[config.mk]
export PLATFORM = sky130hd
export DESIGN_NAME = brk_guard
export DESIGN_NICKNAME = d
export VERILOG_FILES = /design/src/rtl/brk_pkg.sv /design/src/rtl/brk_sense.sv /design/src/rtl/brk_cfg_regs.sv /design/src/rtl/brk_moe_ctrl.sv /design/src/rtl/brk_guard.sv
export SDC_FILE = /design/constraint.sdc
export NUM_CORES = 1
export LEC_CHECK = 0
export ABC_AREA = 1
export BUFFER_PORTS_ARGS = -buffer_cell sky130_fd_sc_hd__buf_2
export CELL_PAD_IN_SITES_DETAIL_PLACEMENT = 0
export CELL_PAD_IN_SITES_GLOBAL_PLACEMENT = 1
export CORE_ASPECT_RATIO = 1.4
export CORE_MARGIN = 2
export CORE_UTILIZATION = 28
export CTS_CLUSTER_SIZE = 20
export DETAILED_ROUTE_END_ITERATION = 10
export GPL_ROUTABILITY_DRIVEN = 0
export PLACE_DENSITY_LB_ADDON = 0.1
export SLEW_MARGIN = 15
export SYNTH_ARGS = -nofsm -noshare
export SYNTH_HDL_FRONTEND = slang
export SYNTH_SLANG_ARGS = --single-unit
[constraint.sdc]
create_clock -name clk -period 0.85 [get_ports clk]
set_input_delay 0.17 -clock clk [delete_from_list [all_inputs] [get_ports clk]]
set_output_delay 0.17 -clock clk [all_outputs]
set_load 0.01 [all_outputs]
[src/rtl/brk_pkg.sv]
package brk_pkg;
  localparam int REG_W      = 10;
  localparam int LOCK_W     = 2;
  localparam int B_EN       = 0;
  localparam int B_POL      = 1;
  localparam int B_AUTO     = 2;
  localparam int B_MAIN     = 3;
  localparam int B_IDLE     = 4;
  localparam int B_RUN      = 5;
  localparam int B_DISARM   = 6;
  localparam int B_BIDIR    = 7;
  localparam int LOCK_LSB   = 8;
  localparam int LVL_CORE   = 1;
  localparam int LVL_OFFSEL = 2;
endpackage

[src/rtl/brk_sense.sv]
module brk_sense (
  input  logic en_eff,
  input  logic pol_eff,
  input  logic brk_in,
  output logic brk_active
);
  // level match against chosen polarity, no clock in this path
  assign brk_active = en_eff & ~(brk_in ^ pol_eff);
endmodule

[src/rtl/brk_cfg_regs.sv]
module brk_cfg_regs
  import brk_pkg::*;
(
  input  logic             clk,
  input  logic             rst,
  input  logic             wr_en,
  input  logic [REG_W-1:0] wr_data,
  input  logic             brk_active,
  output logic             en_eff,
  output logic             pol_eff,
  output logic             disarm_eff,
  output logic             bidir_eff,
  output logic             auto_q,
  output logic             idle_q,
  output logic             run_q,
  output logic             disarm_q,
  output logic [LOCK_W-1:0] lock_q
);
  logic en_q, pol_q, bidir_q, lock_done;
  logic lvl_core, lvl_off;

  assign lvl_core = (lock_q >= LOCK_W'(LVL_CORE));
  assign lvl_off  = (lock_q >= LOCK_W'(LVL_OFFSEL));

  always_ff @(posedge clk) begin
    if (rst) begin
      en_q <= 1'b0; pol_q <= 1'b0; auto_q <= 1'b0; bidir_q <= 1'b0;
      idle_q <= 1'b0; run_q <= 1'b0; disarm_q <= 1'b0;
      lock_q <= '0; lock_done <= 1'b0;
    end else begin
      if (wr_en) begin
        if (!lock_done) begin
          lock_q    <= wr_data[LOCK_LSB +: LOCK_W];
          lock_done <= 1'b1;
        end
        if (!lvl_core) begin
          en_q    <= wr_data[B_EN];
          pol_q   <= wr_data[B_POL];
          auto_q  <= wr_data[B_AUTO];
          bidir_q <= wr_data[B_BIDIR];
        end
        if (!lvl_off) begin
          idle_q <= wr_data[B_IDLE];
          run_q  <= wr_data[B_RUN];
        end
        disarm_q <= wr_data[B_DISARM];
      end else if (!brk_active) begin
        disarm_q <= 1'b0;
      end
    end
  end

  // settings that act with one cycle of delay after the write
  always_ff @(posedge clk) begin
    if (rst) begin
      en_eff <= 1'b0; pol_eff <= 1'b0; disarm_eff <= 1'b0; bidir_eff <= 1'b0;
    end else begin
      en_eff <= en_q; pol_eff <= pol_q; disarm_eff <= disarm_q; bidir_eff <= bidir_q;
    end
  end

  p_lock_frozen_r2: assert property (@(posedge clk) disable iff (rst)
    (wr_en && lock_done) |=> (lock_q == $past(lock_q)));
  p_core_locked_r3: assert property (@(posedge clk) disable iff (rst)
    (wr_en && lock_q != '0) |=>
      ({en_q, pol_q, auto_q, bidir_q} == $past({en_q, pol_q, auto_q, bidir_q})));
  p_offsel_locked_r4: assert property (@(posedge clk) disable iff (rst)
    (wr_en && lock_q[LOCK_W-1]) |=> ({idle_q, run_q} == $past({idle_q, run_q})));
  p_disarm_clear_r11: assert property (@(posedge clk) disable iff (rst)
    (disarm_q && !brk_active && !wr_en) |=> !disarm_q);
endmodule

[src/rtl/brk_moe_ctrl.sv]
module brk_moe_ctrl (
  input  logic clk,
  input  logic rst,
  input  logic wr_en,
  input  logic wr_main,
  input  logic auto_q,
  input  logic upd_evt,
  input  logic brk_active,
  input  logic bidir_eff,
  input  logic disarm_eff,
  output logic moe_q,
  output logic main_oe,
  output logic od_q
);
  logic moe_set, moe_clr, od_set;

  assign moe_set = (wr_en & wr_main) | (auto_q & upd_evt);
  assign moe_clr = brk_active | (wr_en & ~wr_main);
  assign od_set  = brk_active & bidir_eff & ~disarm_eff;

  always_ff @(posedge clk) begin
    if (rst) begin
      moe_q <= 1'b0;
      od_q  <= 1'b0;
    end else begin
      if (moe_clr)      moe_q <= 1'b0;
      else if (moe_set) moe_q <= 1'b1;
      if (od_set)          od_q <= 1'b1;
      else if (disarm_eff) od_q <= 1'b0;
    end
  end

  // immediate gating: break removes the enable without an edge
  assign main_oe = moe_q & ~brk_active;

  p_brk_clears_r6: assert property (@(posedge clk) disable iff (rst)
    brk_active |=> !moe_q);
  p_wr_sets_r7: assert property (@(posedge clk) disable iff (rst)
    (wr_en && wr_main && !brk_active) |=> moe_q);
  p_auto_sets_r8: assert property (@(posedge clk) disable iff (rst)
    (auto_q && upd_evt && !brk_active && !wr_en) |=> moe_q);
  p_od_set_r10: assert property (@(posedge clk) disable iff (rst)
    (brk_active && bidir_eff && !disarm_eff) |=> od_q);
  p_od_hold_r10: assert property (@(posedge clk) disable iff (rst)
    (od_q && !disarm_eff) |=> od_q);
  p_od_release_r11: assert property (@(posedge clk) disable iff (rst)
    (disarm_eff && !brk_active) |=> !od_q);
endmodule

[src/rtl/brk_guard.sv]
module brk_guard
  import brk_pkg::*;
(
  input  logic             clk,
  input  logic             rst,
  input  logic             wr_en,
  input  logic [REG_W-1:0] wr_data,
  output logic [REG_W-1:0] rd_data,
  input  logic             brk_in,
  output logic             brk_od_oe,
  input  logic             upd_evt,
  output logic             main_oe
);
  logic en_eff, pol_eff, disarm_eff, bidir_eff;
  logic auto_q, idle_q, run_q, disarm_q, moe_q, brk_active;
  logic [LOCK_W-1:0] lock_q;
  logic en_r, pol_r, bidir_r;

  brk_sense u_sense (
    .en_eff(en_eff), .pol_eff(pol_eff), .brk_in(brk_in), .brk_active(brk_active)
  );

  brk_cfg_regs u_cfg (
    .clk(clk), .rst(rst), .wr_en(wr_en), .wr_data(wr_data), .brk_active(brk_active),
    .en_eff(en_eff), .pol_eff(pol_eff), .disarm_eff(disarm_eff), .bidir_eff(bidir_eff),
    .auto_q(auto_q), .idle_q(idle_q), .run_q(run_q), .disarm_q(disarm_q), .lock_q(lock_q)
  );

  brk_moe_ctrl u_moe (
    .clk(clk), .rst(rst), .wr_en(wr_en), .wr_main(wr_data[B_MAIN]), .auto_q(auto_q),
    .upd_evt(upd_evt), .brk_active(brk_active), .bidir_eff(bidir_eff),
    .disarm_eff(disarm_eff), .moe_q(moe_q), .main_oe(main_oe), .od_q(brk_od_oe)
  );

  // read view of the written fields: the delayed copies lag, so shadow them here
  always_ff @(posedge clk) begin
    if (rst) begin
      en_r <= 1'b0; pol_r <= 1'b0; bidir_r <= 1'b0;
    end else if (wr_en && lock_q == '0) begin
      en_r <= wr_data[B_EN]; pol_r <= wr_data[B_POL]; bidir_r <= wr_data[B_BIDIR];
    end
  end

  always_comb begin
    rd_data = '0;
    rd_data[B_EN]     = en_r;
    rd_data[B_POL]    = pol_r;
    rd_data[B_AUTO]   = auto_q;
    rd_data[B_MAIN]   = moe_q;
    rd_data[B_IDLE]   = idle_q;
    rd_data[B_RUN]    = run_q;
    rd_data[B_DISARM] = disarm_q;
    rd_data[B_BIDIR]  = bidir_r;
    rd_data[LOCK_LSB +: LOCK_W] = lock_q;
  end

  p_lag_r9: assert property (@(posedge clk) disable iff (rst)
    1'b1 |=> (en_eff == $past(en_r)) && (pol_eff == $past(pol_r)));
endmodule

; ---- Yosys cells after proc, flatten, opt, wreduce, memory -nomap -nowiden
; Cells that the tools add are included.
[word_totals]
ff_bits = 19
in_bits = 15
out_inout_bits = 12
[classes]
order_cmp = 2
n_eq_ne = 1
mux = 4
n_bitwise = 17
n_reduce_logical = 7
[op_table]
columns = op, count
row1 = AND 1 bit, 7
row2 = inverter 1 bit, 7
row3 = AND reduction 2 bit, 3
row4 = 2-to-1 mux 1 bit, 4
row5 = "greater-or-equal comparator 2 x 1 -> 1 bit, second input constant", 1
row6 = "greater-or-equal comparator 2 bit, second input constant", 1
row7 = logical NOT 2 bit, 1
row8 = "inequality test 2 bit, second input constant", 1
row9 = OR 1 bit, 2
row10 = nonzero test 2 bit, 1
row11 = OR reduction 2 bit, 1
row12 = logical AND 1 bit, 1
row13 = bitwise XOR 1 bit, 1

; ---- Longest topological paths before layout
; Gate-level depths: netlist of the first run.
[depth]
ltp_word = 6
depth_mapped = 6
depth_no_buf = 6

; ---- Modules after synthesis
; A second synthesis of the first run with hierarchy kept.
[hier_totals]
cells_unflattened = 120
hier_area_um2 = 834.6
[modules_own_cells]
columns = mod, n_inst, cells_per_inst, area_each_um2, seq_area_each_um2
row1 = brk_cfg_regs, 1, 68, 513.0, 280.3
row2 = brk_guard, 1, 28, 198.9, 60.1
row3 = brk_moe_ctrl, 1, 19, 103.8, 40.0
row4 = brk_sense, 1, 5, 18.8, 0.0

; ---- Least setup slack after synthesis of the first run
; OpenSTA, ideal clock, no wires.
[synth_path]
path_kind = register to register
start = register u_cfg.lock_q[1]
end = register u_cfg.auto_q
setup_time_ps = 116
t_arrival_ps = 763
path_slack_ps = -28
stages_incl_launch_ff = 6
n_path_buf = 0
path_cell_list = dfxtp_1 -> nor2_1 -> nand2_2 -> inv_2 -> nor2_1 -> nor2_1
[synth_between]
elab_chain_len = 3
[synth_lines]
columns = element, line_no
row1 = "start, declared", brk_cfg_regs.sv:17  ; output logic [LOCK_W-1:0] lock_q
row2 = "start signal, assigned", brk_cfg_regs.sv:33  ; lock_q <= wr_data[LOCK_LSB +: LOCK_W];
row3 = greater-or-equal comparator 2 x 1 -> 1 bit, brk_cfg_regs.sv:22  ; assign lvl_core = (lock_q >= LOCK_W'(LVL_CORE));
row4 = inverter 1 bit (no source line), -
row5 = AND reduction 2 bit (no source line), -
row6 = "end signal, assigned", brk_cfg_regs.sv:39  ; auto_q <= wr_data[B_AUTO];
row7 = "end, declared", brk_cfg_regs.sv:13  ; output logic auto_q,
; Every way passes these cells.
; A chain may end at the register's enable or synchronous reset.

; ---- Worst setup path in the final report of the first run
[layout_path]
start = register u_cfg.pol_eff
end = output port main_oe
[layout_between]
elab_chain_len = 5
[layout_lines]
columns = element, line_no
row1 = "start, declared", brk_cfg_regs.sv:10  ; output logic pol_eff,
row2 = "start signal, assigned", brk_cfg_regs.sv:58  ; en_eff <= en_q; pol_eff <= pol_q; disarm_eff <= disarm_q; bidir_eff <= bidir_q;
row3 = bitwise XOR 1 bit, brk_sense.sv:8  ; assign brk_active = en_eff & ~(brk_in ^ pol_eff);
row4 = inverter 1 bit, brk_sense.sv:8
row5 = AND 1 bit, brk_sense.sv:8
row6 = inverter 1 bit, brk_moe_ctrl.sv:34  ; assign main_oe = moe_q & ~brk_active;
row7 = AND 1 bit, brk_moe_ctrl.sv:34
row8 = "end, declared", brk_guard.sv:12  ; output logic main_oe
; Every way passes these cells.

==> flow_summary.json, run 1 <==
{
  "worst_pin_slew_ps": 226,
  "syn-num-nets": 103,
  "vdd.ir_drop.worst_mv": 0.926,
  "hp-class": "in2reg",
  "cts_buffers": 3,
  "crit_required_ps": 680,
  "setup_viol": 18,
  "grt_max_degree": 10,
  "antenna_found_initial": 0,
  "pwr-share-comb": 0.240,
  "fmax_mhz": 833,
  "setup_slack_ps": -351,
  "p_leak_nw": 0.512,
  "r2r-start": "u_cfg.lock_q[1]",
  "ys_top_cells_by_count": "nor2_1 (22), dfxtp_1 (16), inv_1 (10)",
  "synth_ff_type": "dfxtp_1",
  "final_hold_viol_count": 0,
  "startpoint": "u_cfg.pol_eff",
  "min_period_ps": 1200,
  "num_io_pins": 27,
  "async_flop_share": 0,
  "p_clk_frac": 0.286,
  "overflow": 0,
  "p_switching_uw": 475,
  "drtIter0Drc": 11,
  "rsz0062_at_grt": "true",
  "cts_tree": "yes",
  "yosys.area.top_type": "dfxtp_1",
  "place_hpwl_um": 996,
  "grt_pass1_wl_um": 2330,
  "violations": "setup timing",
  "fp.coreArea_um2": 2200,
  "fp.dieArea_um2": 2750,
  "slew_headroom": 0.848,
  "final_layout_size_suffix_gt1_frac": 0.653,
  "crit_slowest_cell": "dfxtp_2",
  "ys_types": 14,
  "io_buffers": 26,
  "clkTransAtPathRegs_ps": 90,
  "post-route-drc-count": 0,
  "yosys-top-cells-area": "dfxtp_1 (49%), nor2_1 (13%), buf_4 (9.1%)",
  "netlist.area_leader.share": 0.488,
  "cp_max_fo": 2,
  "arrival_ps": 1030,
  "track_usage": 0.119,
  "die_w_um": 44.9,
  "clock_path_buffers": 2,
  "cts_sinks": 16,
  "pwr_density_cell_nw_per_um2": 1660,
  "crit_top_cell": "nand2_2",
  "routed-via-count": 634,
  "avgSynthCellArea_um2": 7.46,
  "vias_per_cell": 4.34,
  "ctsHtreeMaxLevel": 1,
  "die_h_um": 61.3,
  "fin_setup_tns_ps": -1630,
  "crit_chain": "inv_2 > nand2_2 > nand2_2 > nand2_2 > nand2_1 > inv_1 > buf_2",
  "syn-cell-area_um2": 657,
  "antenna_left": 0,
  "wire_per_inst_um": 9.78,
  "synth_cells": 88,
  "fillers": 232,
  "synth_warnings": 0,
  "postLayoutCoreUtil": 0.490,
  "p_seq_frac": 0.474,
  "worstHoldStart": "wr_data[5]",
  "maxCapViolCount": 0,
  "yosys_register_bits": 16,
  "synthMostInstantiatedCell": "nor2_1",
  "area_growth_pct": 64.2,
  "wl_um": 1430,
  "worstSetupStartpointType": "register",
  "synth_edf_count": 0,
  "crit_type": "reg2out",
  "grt_pass1_vias": 575,
  "max_stage_delay_ps": 330,
  "finClkSkew_ps": 1.34,
  "floorplan.initialDensity": 0.298,
  "crit_path_end_kind": "output port",
  "clkLatencyLatePin_ps": 290,
  "nets": 140,
  "num_rows": 20,
  "p_sw_frac": 0.266,
  "fin_crit_sh": 1.41,
  "status": "finished, violations left",
  "cts_root_buf": "clkbuf_4",
  "drt_first_pass_iters": 4,
  "n_antenna_cell": 0,
  "internal_power_mw": 1.31,
  "slew_viol_final": 0,
  "yosysSeqAreaShare": 0.488
}
-- path summary, 6_finish.rpt --
kind	end	slack, ps	cells after the start
max	main_oe	-350	7
max reg2reg	u_cfg.run_q	-90	6
min	u_cfg.run_q	80	3
min reg2reg	u_moe.od_q	470	2
-- state kept, by name, indices dropped and copies added, names as in the netlist --
signal and flops:
u_cfg.lock_q 2, u_cfg.auto_q 1, u_cfg.bidir_eff 1, u_cfg.bidir_q 1, u_cfg.disarm_eff 1, u_cfg.disarm_q 1
u_cfg.en_eff 1, u_cfg.en_q 1, u_cfg.idle_q 1, u_cfg.lock_done 1, u_cfg.pol_eff 1, u_cfg.pol_q 1
u_cfg.run_q 1, u_moe.moe_q 1, u_moe.od_q 1
-- worst max-delay path, delay by kind of cell, from the launching register on --
kind          cells  cell delay (ps)
flops             1              330
simple gates      4              210
buf+inv           3              190
-- timing repair --
| item | 4_1_cts | 5_1_grt |
|---|---|---|
| gates resized for setup | 34 | 24 |
| hold buffers | 0 | 0 |
| pin swaps | 6 | 7 |
| buffers inserted | 7 | 2 |
| endpoints found under the setup margin | 19 | 23 |
| gates cloned | 0 | 0 |
-- area by class of cell --
type	count	area, µm²	share of cell area
Sequential cell	16	338	0.313
Tap cell	22	27.5	0.0255
Clock buffer	4	36.3	0.0336
Inverter	13	52.6	0.0487
Timing Repair Buffer	41	338	0.313
Multi-Input combinational cell	50	287	0.266
-- through the flow --
stage	cells	power (mW)	hold WS [ps]	setup WS (ps)	instance area, µm²
2_1_floorplan	88	1.03	305	13.5	658
3_3_place_gp	133	1.11	399	-55.0	796
3_5_place_dp	133	1.11	402	-67.6	796
4_1_cts	144	1.76	66.3	-403	991
5_1_grt	146	1.89	87.6	-438	1080
6_report	146	1.79	84.7	-351	1080
-- logic make-up after synthesis --
group	share of synthesized area
simple gates	0.223
compound gates	0.114
flops	0.488
buf+inv	0.175
-- cell usage in the layout (no fill, tap or decap), drive strengths merged --
cell	Yosys	routed
buf	8	41
nor2	23	23
dfxtp	16	16
inv	12	12
nand2	9	9
o21ai	9	9
a21oi	6	6
clkbuf	1	4
nand3	2	2
clkinv	1	1
or2	1	1
-- power by group through the flow --
stage          registers (mW)  logic (mW)  clock network, mW
6_report                0.847       0.429              0.511
5_1_grt                 0.854       0.474              0.565
4_1_cts                 0.844       0.376              0.542
3_5_place_dp            0.850       0.263                  0
3_3_place_gp            0.849       0.263                  0
2_1_floorplan           0.853       0.175                  0
-- per-layer routing --
| metal | vias to the layer above | global-route usage | wire length, µm |
|---|---|---|---|
| li1 | 335 | - | - |
| met1 | 276 | 0.153 | 617 |
| met2 | 19 | 0.173 | 696 |
| met3 | 4 | 0.0176 | 78 |
| met4 | 0 | 0.101 | 36 |
| met5 | - | 0 | 0 |
No activity file was read; power rests on OpenSTA's default activity.
==> run 2, diff against run 1 <==
Settings changed: ABC_AREA 1 to default, CORE_UTILIZATION 28 to 29, SLEW_MARGIN 15 to 20.
==> run 2 against run 1 <==
  * The flow still finishes with violations (setup timing)
  * Utilization decreased by 1.2 points
  * Non-clock buffer count decreased by 4
  * Clock power decreased by 3%
  * Wire length is 14% lower
  * Synthesized cell count shrank 30%
  * Combinational power shrank 33%
  * Clock skew increased by 2.2 ps
  * Clock-buffer cell count unchanged
  * Worst hold slack better by 14 ps
  * Die area decreased by 7.1%
  * Cell count is 21% lower
  * Area after synthesis is 4.4% lower
==> flow_summary.json, run 2 <==
{
  "slew_headroom": 0.788,
  "ys_types": 16,
  "n_antenna_cell": 0,
  "min_period_ps": 1170,
  "final_hold_viol_count": 0,
  "antenna_left": 0,
  "maxCapViolCount": 0,
  "post-route-drc-count": 0,
  "synth_ff_type": "dfxtp_1",
  "yosysSeqAreaShare": 0.510,
  "num_io_pins": 27,
  "seq_area_um2": 337,
  "drtIter0Drc": 2,
  "cp_max_fo": 2,
  "final_layout_size_suffix_gt1_frac": 0.617,
  "cts_buffers": 3,
  "fp.coreArea_um2": 2000,
  "overflow": 0,
  "postLayoutCoreUtil": 0.478,
  "clkTransAtPathRegs_ps": 90,
  "dpl.cell_count": 105,
  "clkLatencyLatePin_ps": 280,
  "floorplan.initialDensity": 0.315,
  "place_area_um2": 771,
  "regMostFlops": "u_cfg.lock_q",
  "crit_slowest_cell": "dfxtp_2",
  "ctsHtreeMaxLevel": 1,
  "setup_slack_ps": -321,
  "fp.dieArea_um2": 2560,
  "clock_path_buffers": 2,
  "layout_common_cells": "buf_2 (15), buf_6 (13), dfxtp_2 (13), nor2_1 (10), buf_4 (9)",
  "netlist.area_leader.share": 0.510,
  "setup_viol": 21,
  "avgSynthCellArea_um2": 10.1,
  "antenna_found_initial": 0,
  "pwr_density_cell_nw_per_um2": 1690,
  "cp.buffers_inverters": 1,
  "yosys-top-cells-area": "dfxtp_1 (51%), mux2i_1 (13%), buf_4 (9.6%)",
  "p_leak_nw": 0.454,
  "synthMostInstantiatedCell": "dfxtp_1",
  "slew_viol_final": 0,
  "grt_max_degree": 10,
  "finClkSkew_ps": 3.53,
  "wl_um": 1220,
  "largest_reg_flops": 2,
  "synth_edf_count": 0,
  "cts_tree": "yes",
  "ys_top_cells_by_count": "dfxtp_1 (16), nor2_1 (10), buf_4 (8), mux2i_1 (8), nor2b_1 (6)",
  "cts_sinks": 16,
  "crit_path_end_kind": "output port",
  "wire_per_inst_um": 10.6,
  "finalInstanceArea_um2": 955,
  "instances_no_fill": 115,
  "io_buffers": 26,
  "arrival_ps": 1000,
  "rsz0062_at_grt": "true",
  "multi_input_comb_area_um2": 267,
  "vdd.ir_drop.worst_mv": 1.03,
  "vias_per_cell": 4.45,
  "layout_commonest_cell": "buf_2",
  "hp-class": "in2reg",
  "area_growth_pct": 52.0,
  "power_mw": 1.61,
  "synth_warnings": 0,
  "worst_pin_slew_ps": 318,
  "nets": 110,
  "syn-num-nets": 77,
  "worstSetupStartpointType": "register",
  "drt_first_pass_iters": 3,
  "fin_crit_sh": 1.38,
  "crit_family": "flip-flops",
  "violations": "setup timing",
  "fillers": 211,
  "status": "finished, violations left",
  "yosys.area.top_type": "dfxtp_1",
  "grt_pass1_wl_um": 2210,
  "fin_setup_tns_ps": -2270,
  "grt_pass1_vias": 542,
  "synth_cells": 62,
  "crit_type": "reg2out",
  "die_h_um": 59.1,
  "yosys_register_bits": 16,
  "async_flop_share": 0,
  "routed-via-count": 512,
  "syn-cell-area_um2": 628,
  "track_usage": 0.119,
  "num_rows": 19,
  "crit_required_ps": 680,
  "crit_chain": "xnor2_2 > a21boi_1 > buf_2",
  "place_hpwl_um": 916,
  "max_stage_delay_ps": 330,
  "fmax_mhz": 854,
  "die_w_um": 43.3,
  "cts_root_buf": "clkbuf_4"
}
## run 2: kinds of logic after synthesis
group / after synthesis / synth area share
buf+inv: 9 / 0.102
mux: 8 / 0.127
xor+xnor: 1 / 0.0139
compound gates: 6 / 0.0538
flops: 16 / 0.510
simple gates: 22 / 0.193
## run 2: worst paths after layout
path,startpoint,end,slack (ps),cells after the start
worst max-delay path,u_cfg.pol_eff,main_oe,-320,3
worst min-delay path,rst,u_moe.od_q,100,2
worst max register to register,u_cfg.lock_q[0],u_cfg.pol_q,-200,3
worst min register to register,u_cfg.disarm_eff,u_moe.od_q,390,1
## run 2: what timing repair did
item,in CTS,in global routing
hold buffers,0,0
setup buffers,6,0
endpoints found under the setup margin,23,23
pin swaps,4,3
hold endpoints to repair,0,0
resized for setup,27,0
## run 2: per-layer routing
layer,track usage,up-vias,part of all wire
met5,0,-,0
met4,0.0909,0,0.029
met3,0.0183,4,0.054
met2,0.194,17,0.53
met1,0.137,231,0.39
li1,-,260,-
## run 2: layout make-up
cell class	count	share of cell area
sequential	16	0.353
timing repair buffer	37	0.303
tap	21	0.0275
clock buffer	4	0.0380
multi-input combinational	37	0.279
## run 2: where the power goes
group | switching [mW] | internal, mW
Combinational | 0.108 | 0.181
Clock | 0.234 | 0.261
Sequential | 0.0314 | 0.798
Total | 0.373 | 1.24
## run 2: metrics by stage
step | hold WS [ps] | worst slack [ps]
6_report | 99.1 | -321
2_1_floorplan | 242 | -152
3_3_place_gp | 381 | -159
5_1_grt | 102 | -384
3_5_place_dp | 389 | -182
4_1_cts | 94.9 | -351
==> run 3, diff against run 2 <==
Settings changed: CORE_MARGIN 2 to default, CORE_UTILIZATION 29 to 32, TNS_END_PERCENT from default to 1.
Clock period 0.85 ns to 1.3 ns, I/O delays scaled along.
==> run 3 against run 2 <==
  * The flow now finishes without violations
  * Utilization down 5.0 points
  * Via count down 6.6%
  * Die area down 16%
  * Cell count down 9.6%
  * Global-route usage up 0.94 points
  * Wire length down 9.4%
  * First-iteration DRC count rose to 3.5 times the previous value
  * Register-to-register slack better by 410 ps
  * Largest power group unchanged
  * Highest routed layer unchanged
==> flow_summary.json, run 3 (synthesized netlist as in run 2, its figures left out) <==
{
  "status": "finished clean",
  "fin_crit_sh": 0.976,
  "overflow": 0,
  "rsz0062_at_grt": "true",
  "fp.dieArea_um2": 2150,
  "fmax_mhz": 788,
  "wl_um": 1110,
  "min_period_ps": 1270,
  "max_stage_delay_ps": 340,
  "largest_reg_flops": 2,
  "antenna_found_initial": 0,
  "wire_per_inst_um": 10.6,
  "cts_sinks": 16,
  "die_h_um": 54.4,
  "vias_per_cell": 4.60,
  "finalInstanceArea_um2": 772,
  "vdd.ir_drop.worst_mv": 0.637,
  "grt_max_degree": 17,
  "slew_viol_final": 0,
  "grt_pass1_wl_um": 1770,
  "crit_required_ps": 1040,
  "routed-via-count": 478,
  "area_growth_pct": 22.9,
  "n_antenna_cell": 0,
  "final_hold_viol_count": 0,
  "finClkSkew_ps": 4.20,
  "worst_pin_slew_ps": 318,
  "postLayoutCoreUtil": 0.428,
  "die_w_um": 39.4,
  "clock_path_buffers": 2,
  "cts_tree": "yes",
  "clkLatencyLatePin_ps": 290,
  "crit_slowest_cell": "dfxtp_2",
  "cts_root_buf": "clkbuf_4",
  "crit_type": "reg2out",
  "fillers": 206,
  "cp_max_fo": 2,
  "track_usage": 0.128,
  "num_rows": 18,
  "crit_family": "flip-flops",
  "setup_viol": 0,
  "grt_pass1_vias": 426,
  "regMostFlops": "u_cfg.lock_q",
  "p_leak_nw": 0.376,
  "fin_setup_tns_ps": 0,
  "hold_slack_ps": 194,
  "pwr_density_cell_nw_per_um2": 1290,
  "place_area_um2": 727,
  "final_layout_size_suffix_gt1_frac": 0.405,
  "antenna_left": 0,
  "cts_hold_buf": 0,
  "r2r-start": "u_cfg.lock_q[1]",
  "cp.depth": 3,
  "r2r_slack_ps": 210,
  "layout_commonest_cell": "buf_2",
  "critPathCapture": "main_oe",
  "layout_common_cells": "buf_2 (26), dfxtp_1 (15), nor2_1 (10), mux2i_1 (8), nor2b_1 (6)",
  "power_uw": 1000,
  "crit_path_end_kind": "output port",
  "arrival_ps": 1010,
  "seq_area_um2": 322,
  "maxCapViolCount": 0,
  "drt_first_pass_iters": 4,
  "ctsHtreeMaxLevel": 1,
  "cts_buffers": 3,
  "io_buffers": 26,
  "crit_chain": "xnor2_2 > a21boi_1 > buf_2",
  "floorplan.initialDensity": 0.349,
  "multi_input_comb_area_um2": 251,
  "cp.buffers_inverters": 1,
  "nets": 100,
  "fp.coreArea_um2": 1800,
  "r2r_cells": 3,
  "r2r_end": "u_cfg.en_q",
  "slew_headroom": 0.788,
  "startpoint": "u_cfg.pol_eff",
  "num_io_pins": 27,
  "place_hpwl_um": 833,
  "hp-class": "in2reg",
  "drtIter0Drc": 7,
  "worstSetupStartpointType": "register",
  "post-route-drc-count": 0,
  "clkTransAtPathRegs_ps": 100
}
==> run 3: worst min-delay path by stage <==
stage,start,end,slack [ps],cells after the start
finish,wr_data[8],u_cfg.lock_q[0],190,3
global route,wr_data[5],u_cfg.run_q,210,3
CTS,wr_data[8],u_cfg.lock_q[0],190,3
detailed placement,u_cfg.disarm_eff,u_moe.od_q,390,1
global placement,u_cfg.disarm_eff,u_moe.od_q,380,1
floorplan,rst,u_cfg.bidir_eff,330,1
==> run 3: what timing repair did <==
item,4_1_cts,5_1_grt
setup buffers,0,0
pin swaps,2,0
cloned,0,0
setup endpoints to repair,1,1
resized for setup,3,0
==> run 3: layer usage <==
metal | GRT usage | up-vias | part of all wire
li1 | - | 241 | -
met1 | 0.150 | 213 | 0.41
met2 | 0.189 | 19 | 0.50
met3 | 0.0244 | 5 | 0.053
met4 | 0.121 | 0 | 0.040
met5 | 0 | - | 0
==> run 3: final cells by class <==
cell class                 count  area share
timing repair buffer          27       0.178
multi-input combinational     37       0.326
clock buffer                   4      0.0470
tap                           20      0.0324
sequential                    16       0.417
==> run 3: power breakdown <==
part           internal [mW]  switching (mW)
clock network          0.171           0.165
logic                 0.0692          0.0592
registers              0.517          0.0188
total                  0.757           0.243
==> run 3: worst register-to-register path, delay by kind of cell (launching register included) <==
family / cells / cell delay [ps]
mux: 1 / 220
flops: 1 / 360
simple gates: 2 / 390
==> run 3: metrics by stage <==
stage | cells | worst slack [ps]
final | 104 | 31.6
after detailed placement | 100 | 137
after global routing | 104 | -28.5
after CTS | 104 | 7.35
after global placement | 100 | 173
after floorplan | 62 | 259
